--- config.mk ---
export PLATFORM = sky130hd
export DESIGN_NAME = bridge_fault_monitor
export DESIGN_NICKNAME = d
export VERILOG_FILES = /design/src/rtl/bfm_pkg.sv /design/src/rtl/bfm_bridge.sv /design/src/rtl/bfm_encoder.sv /design/src/rtl/bridge_fault_monitor.sv
export SDC_FILE = /design/constraint.sdc
export NUM_CORES = 1
export LEC_CHECK = 0
export ABC_AREA = 1
export BUFFER_PORTS_ARGS = -buffer_cell sky130_fd_sc_hd__buf_2
export CORE_MARGIN = 2
export CORE_UTILIZATION = 50
export CTS_BUF_LIST = sky130_fd_sc_hd__clkbuf_8
export CTS_CLUSTER_DIAMETER = 120
export CTS_CLUSTER_SIZE = 8
export DETAILED_ROUTE_END_ITERATION = 10
export GPL_TIMING_DRIVEN = 0
export PLACE_DENSITY = 0.68
export REMOVE_ABC_BUFFERS = 1
export SLEW_MARGIN = 10
export SYNTH_ARGS = -nofsm -noshare
export SYNTH_HDL_FRONTEND = slang
export SYNTH_SLANG_ARGS = --single-unit
--- constraint.sdc ---
create_clock -name clk -period 3.61 [get_ports clk]
set_input_delay 0.361 -clock clk [delete_from_list [all_inputs] [get_ports clk]]
set_output_delay 0.361 -clock clk [all_outputs]
set_load 0.02 [all_outputs]
--- src/rtl/bfm_pkg.sv ---
package bfm_pkg;

    typedef enum logic [1:0] {
        LVL_BOOST = 2'b00,
        LVL_NORM  = 2'b01,
        LVL_HOLD  = 2'b10,
        LVL_OFF   = 2'b11
    } lvl_e;

    // Priority code for the two active-low fault pins: {a_n, b_n}
    function automatic logic [1:0] encode_faults(input logic warn,
                                                 input logic any_short,
                                                 input logic any_open);
        logic [1:0] code;
        if (warn)           code = 2'b00;
        else if (any_short) code = 2'b10;
        else if (any_open)  code = 2'b01;
        else                code = 2'b11;
        return code;
    endfunction

endpackage

--- src/rtl/bfm_bridge.sv ---
module bfm_bridge
    import bfm_pkg::*;
#(
    parameter int WIN_CYC  = 16,
    parameter int SDLY_CYC = 3750
) (
    input  logic       clk,
    input  logic       rst_n,
    input  logic       dir_i,
    input  logic [1:0] lvl_i,
    input  logic       recirc_i,
    input  logic       gnd_short_i,
    input  logic       therm_off_i,
    output logic       open_nx_o,
    output logic       short_nx_o,
    output logic       en_o
);

    localparam int WCW = (WIN_CYC  > 1) ? $clog2(WIN_CYC)  : 1;
    localparam int SCW = (SDLY_CYC > 1) ? $clog2(SDLY_CYC) : 1;
    localparam logic [WCW-1:0] WIN_LAST  = WCW'(WIN_CYC - 1);
    localparam logic [SCW-1:0] SDLY_LAST = SCW'(SDLY_CYC - 1);

    typedef struct packed {
        logic           dir;
        logic           primed;
        logic           win_act;
        logic [WCW-1:0] win_cnt;
        logic           seen;
        logic           open;
        logic           gshort;
        logic [SCW-1:0] sdly;
        logic           off;
        logic           en;
    } brg_st_t;

    brg_st_t st_d, st_q;
    logic    edge_w, lvl_off, lvl_hold;

    assign lvl_off  = (lvl_i == LVL_OFF);
    assign lvl_hold = (lvl_i == LVL_HOLD);
    assign edge_w   = st_q.primed && (dir_i != st_q.dir);

    always_comb begin
        st_d        = st_q;
        st_d.dir    = dir_i;
        st_d.primed = 1'b1;
        if (lvl_off) begin
            st_d.open    = 1'b0;
            st_d.gshort  = 1'b0;
            st_d.off     = 1'b0;
            st_d.win_act = 1'b0;
            st_d.seen    = 1'b0;
            st_d.sdly    = '0;
        end else if (edge_w) begin
            st_d.open    = lvl_hold;
            st_d.gshort  = 1'b0;
            st_d.off     = 1'b0;
            st_d.sdly    = '0;
            st_d.win_act = !lvl_hold;
            st_d.win_cnt = WIN_LAST;
            st_d.seen    = recirc_i;
        end else begin
            if (st_q.win_act) begin
                if (recirc_i) st_d.seen = 1'b1;
                if (st_q.win_cnt == '0) begin
                    st_d.win_act = 1'b0;
                    if (!(st_q.seen || recirc_i)) st_d.open = 1'b1;
                end else begin
                    st_d.win_cnt = st_q.win_cnt - 1'b1;
                end
            end
            if (gnd_short_i && !st_q.gshort) begin
                st_d.gshort = 1'b1;
                st_d.sdly   = '0;
            end else if (st_q.gshort && !st_q.off) begin
                if (st_q.sdly == SDLY_LAST) st_d.off  = 1'b1;
                else                        st_d.sdly = st_q.sdly + 1'b1;
            end
        end
        st_d.en = !st_d.off && !lvl_off && !therm_off_i;
    end

    always_ff @(posedge clk or negedge rst_n) begin
        if (!rst_n) st_q <= '0;
        else        st_q <= st_d;
    end

    assign open_nx_o  = st_d.open;
    assign short_nx_o = st_d.gshort;
    assign en_o       = st_q.en;

    AST_OFF_NEEDS_SHORT: assert property (@(posedge clk) disable iff (!rst_n)
        st_q.off |-> st_q.gshort) else $error("off without short");

    AST_OFF_DROPS_EN: assert property (@(posedge clk) disable iff (!rst_n)
        st_q.off |-> !en_o) else $error("enable while disabled");

    AST_LVL_OFF_CLEARS: assert property (@(posedge clk) disable iff (!rst_n)
        lvl_off |=> (!st_q.open && !st_q.gshort && !en_o)) else $error("no-current did not clear");

    AST_HOLD_EDGE_OPEN: assert property (@(posedge clk) disable iff (!rst_n)
        (edge_w && lvl_hold) |=> st_q.open) else $error("hold reversal not flagged");

    AST_THERM_OFF_EN: assert property (@(posedge clk) disable iff (!rst_n)
        therm_off_i |=> !en_o) else $error("enable during shutdown");

endmodule

--- src/rtl/bfm_encoder.sv ---
module bfm_encoder
    import bfm_pkg::*;
#(
    parameter int NUM_BR = 2
) (
    input  logic              clk,
    input  logic              rst_n,
    input  logic [NUM_BR-1:0] open_v_i,
    input  logic [NUM_BR-1:0] short_v_i,
    input  logic              warn_i,
    output logic              fault_a_n_o,
    output logic              fault_b_n_o
);

    typedef struct packed {
        logic a_n;
        logic b_n;
    } enc_st_t;

    enc_st_t st_d, st_q;

    always_comb begin
        {st_d.a_n, st_d.b_n} = encode_faults(warn_i, |short_v_i, |open_v_i);
    end

    always_ff @(posedge clk or negedge rst_n) begin
        if (!rst_n) st_q <= '{a_n: 1'b1, b_n: 1'b1};
        else        st_q <= st_d;
    end

    assign fault_a_n_o = st_q.a_n;
    assign fault_b_n_o = st_q.b_n;

    AST_WARN_BOTH_LOW: assert property (@(posedge clk) disable iff (!rst_n)
        warn_i |=> (!fault_a_n_o && !fault_b_n_o)) else $error("warn code wrong");

    AST_SHORT_DOMINATES: assert property (@(posedge clk) disable iff (!rst_n)
        (!warn_i && |short_v_i) |=> (fault_a_n_o && !fault_b_n_o)) else $error("short code wrong");

    AST_QUIET_HIGH: assert property (@(posedge clk) disable iff (!rst_n)
        (!warn_i && !(|short_v_i) && !(|open_v_i)) |=> (fault_a_n_o && fault_b_n_o)) else $error("idle code wrong");

endmodule

--- src/rtl/bridge_fault_monitor.sv ---
module bridge_fault_monitor
    import bfm_pkg::*;
#(
    parameter int NUM_BR   = 2,
    parameter int WIN_CYC  = 16,
    parameter int SDLY_CYC = 3750
) (
    input  logic                clk,
    input  logic                rst_n,
    input  logic [NUM_BR-1:0]   dir_i,
    input  logic [2*NUM_BR-1:0] lvl_i,
    input  logic [NUM_BR-1:0]   recirc_i,
    input  logic [NUM_BR-1:0]   gnd_short_i,
    input  logic                therm_warn_i,
    input  logic                therm_off_i,
    output logic                fault_a_n_o,
    output logic                fault_b_n_o,
    output logic [NUM_BR-1:0]   bridge_en_o
);

    logic [NUM_BR-1:0] open_v, short_v;

    for (genvar b = 0; b < NUM_BR; b++) begin : g_br
        bfm_bridge #(
            .WIN_CYC  (WIN_CYC),
            .SDLY_CYC (SDLY_CYC)
        ) i_br (
            .clk         (clk),
            .rst_n       (rst_n),
            .dir_i       (dir_i[b]),
            .lvl_i       (lvl_i[2*b+1 -: 2]),
            .recirc_i    (recirc_i[b]),
            .gnd_short_i (gnd_short_i[b]),
            .therm_off_i (therm_off_i),
            .open_nx_o   (open_v[b]),
            .short_nx_o  (short_v[b]),
            .en_o        (bridge_en_o[b])
        );
    end

    bfm_encoder #(.NUM_BR(NUM_BR)) i_enc (
        .clk         (clk),
        .rst_n       (rst_n),
        .open_v_i    (open_v),
        .short_v_i   (short_v),
        .warn_i      (therm_warn_i),
        .fault_a_n_o (fault_a_n_o),
        .fault_b_n_o (fault_b_n_o)
    );

endmodule

==> results.toml <==
[routing]
drt-pass1-iter-count = 4
vias = 2353
viasPerCell = 5.017
wirelength_mm = 5.442
wl_per_cell_um = 11.60
remaining_drc_errors = 0
postRouteAntennaNets = 0
drt_iter0_markers = 88

[timing]
max-slew-margin-rel_pct = 58.57
max_slew.worst_pin.slew_ps = 621.4
grt_setup_unrepaired = "false"
setup_violations = 0
fin_crit_sh_pct = 47.36
fin_tns_setup_ps = 0
finalClockSkew_ps = 16.52
hold_viol_final = 0
drv_slew = 0
fin_crit_ps = 1710
max_freq_ghz = 0.5849

[clock_tree]
cts_hold_buffers = 0
clock_latency_ps = 310
postCtsSetupBuffers = 0
cts_buffers = 5
clockBufferDepth = 2
cts_root_buf = "clkbuf_8"
cts.sinks = 49
path_clk_slew_ps = 100
htreeDepth = 2
tritoncts = "yes"
ctsResizeCount = 0

[synthesis]
ys_types = 33
synth_seq_cells = 49
synth_edf_count = 0
synth-seq-area-share_pct = 43.63
yosys-top-cells-count = "82 x nand2_1, 61 x inv_1, 47 x dfrtp_1"
synthArstFlopShare_pct = 100.0
synth_top_flop_cell = "dfrtp_1"
syn_inst = 379
synth_top_cell_by_area = "dfrtp_1"
yosysTopAreaCellShare_pct = 41.76
yosysMostFrequentCell = "nand2_1"
avgSynthCellArea_um2 = 7.431
synth_warnings = 0
netlist_area_um2 = 2816
ys_top_cells_by_area = "dfrtp_1 42%, nand2_1 11%, inv_1 8.1%"

[worst_setup_path]
critPathCaptureType = "flip-flop"
timing.rr.start = "g_br[1].i_br.st_q[23]"
crit_start = "g_br[1].i_br.st_q[23]"
slowest_delay_ps = 390
path_common_cell = "nand2_2"
arrival_ps = 1910
path_cells = "inv_1, nand2_1, nand3_2, nand2_2, nor2_4, nand2_2, a21oi_1, nor2_1"
crit_path_top_delay_cell = "dfrtp_1"
critPathKind = "flip-flop to flip-flop"
start_kind = "flip-flop"
reg2reg_slack_ps = 1900
cp_max_fo = 20
cp-endpoint = "g_br[1].i_br.st_q[7]"
r2r_end = "g_br[1].i_br.st_q[7]"
required_ps = 3810
r2r.worst_path.cells = 8

[global_route]
gr-usage-met3_pct = 4.545
busiest_layer = "met2"
first_global_vias = 2309
grt_max_degree = 50
antenna_found_initial = 0
grt_pass1_wl_mm = 9.825
grt_use_met2_pct = 34.07
grt_usage_pct = 19.69
grt.overflow.total = 0
grtUsageMet1_pct = 24.58

[die]
die_height_um = 79.05
start_util_pct = 51.46
die_w_um = 79.05
fp.dieArea_um2 = 6249
core_um2 = 5473
io-pin-count = 18
num_rows = 27

[cells_and_area]
drive_above_1_share_pct = 13.85
instances_no_fill = 469
num_antenna_cells = 0
fin_nets = 416
area_growth_pct = 7.863

[placement]
dp_hpwl_mm = 3.971
placed_cells = 461
gp_congestion = 0.8190
portBuffers = 17

[min_path]
holdCritPathClass = "input pin to async pin"

[job]
cap_violations = 0

[power_and_ir_drop]
power.density_nw_per_um2 = 437.9
vdd_ir_drop_max_mv = 0.2626
p_leak_nw = 1.485

[run_status]
status = "complete, no violations"
worst max-delay path: cells and delay by family, from the launching register on:
family | cells | cell delay (ps)
AND/OR/NAND/NOR | 6 | 940
flip-flops | 1 | 390
AO/OA/AOI/OAI | 1 | 210
buffers and inverters | 1 | 50
power breakdown:
| group | internal, mW | leakage, nW | switching (mW) |
|---|---|---|---|
| clock | 0.158 | 0.0478 | 0.197 |
| sequential | 0.617 | 0.637 | 0.0514 |
| combinational | 0.110 | 0.800 | 0.197 |
| total | 0.885 | 1.49 | 0.446 |
registers in the layout (all words and copies together), names as in the netlist:
register	count
g_br.i_br.st_q	45
i_enc.fault_b_n_o	1
i_enc.fault_a_n_o	1
g_br.i_br.en_o	2
area by class of cell:
class                           instances  area [um^2]
Clock inverter                          2        16.27
Sequential cell                        49         1229
Clock buffer                            6        82.58
Tap cell                               72        90.09
Timing Repair Buffer                   17        87.58
Multi-Input combinational cell        254         1274
Fill cell                             543         2435
Inverter                               69        259.0
worst min-delay path by stage:
stage                            end  slack (ps)  depth (start not counted)
2_1_floorplan      g_br[0].i_br.en_o          70                          0
3_3_place_gp   g_br[0].i_br.st_q[17]         470                          2
3_5_place_dp   g_br[1].i_br.st_q[17]         490                          2
4_1_cts        g_br[1].i_br.st_q[23]         160                          1
5_1_grt        g_br[1].i_br.st_q[19]         110                          1
6_report       g_br[1].i_br.st_q[19]          30                          1
cells in the final DEF (no fill, tap or decap), drive strengths merged, types with 3 or more instances in the layout:
cell type,instances
clkbuf,6
nand2,87
ha,6
buf,17
o21ai,23
nor2,52
nand4,4
a31oi,4
o22ai,4
o211ai,3
inv,70
nand3,40
a21oi,15
dfrtp,47
o21bai,3
nor3,6
metrics by stage:
step                      power (mW)  util (%)  setup WS (ps)  hold slack [ps]  cell area [um^2]
final                          1.330     55.51           1900            32.93              3038
after global routing           1.433     55.51           1695            107.0              3038
after CTS                      1.350     55.46           1892            164.8              3035
after detailed placement      0.9901     53.66           1798            487.0              2937
after global placement        0.9731     53.66           1829            467.3              2937
after floorplan               0.9023         -           2230            65.41              2761
cell families after synthesis:
family	synth area share [%]
flops	43.63
compound gates	10.66
simple gates	30.48
mux	0.3554
buf+inv	11.15
other cells	0.1331
xor+xnor	0.9331
fa+ha+maj	2.665
per-layer routing:
layer / up-vias / wire [um]
met2: 41 / 2657
met3: 5 / 230
met4: 0 / 37
li1: 1227 / -
met1: 1080 / 2516
met5: - / 0
(Power assumes the default switching activity.)
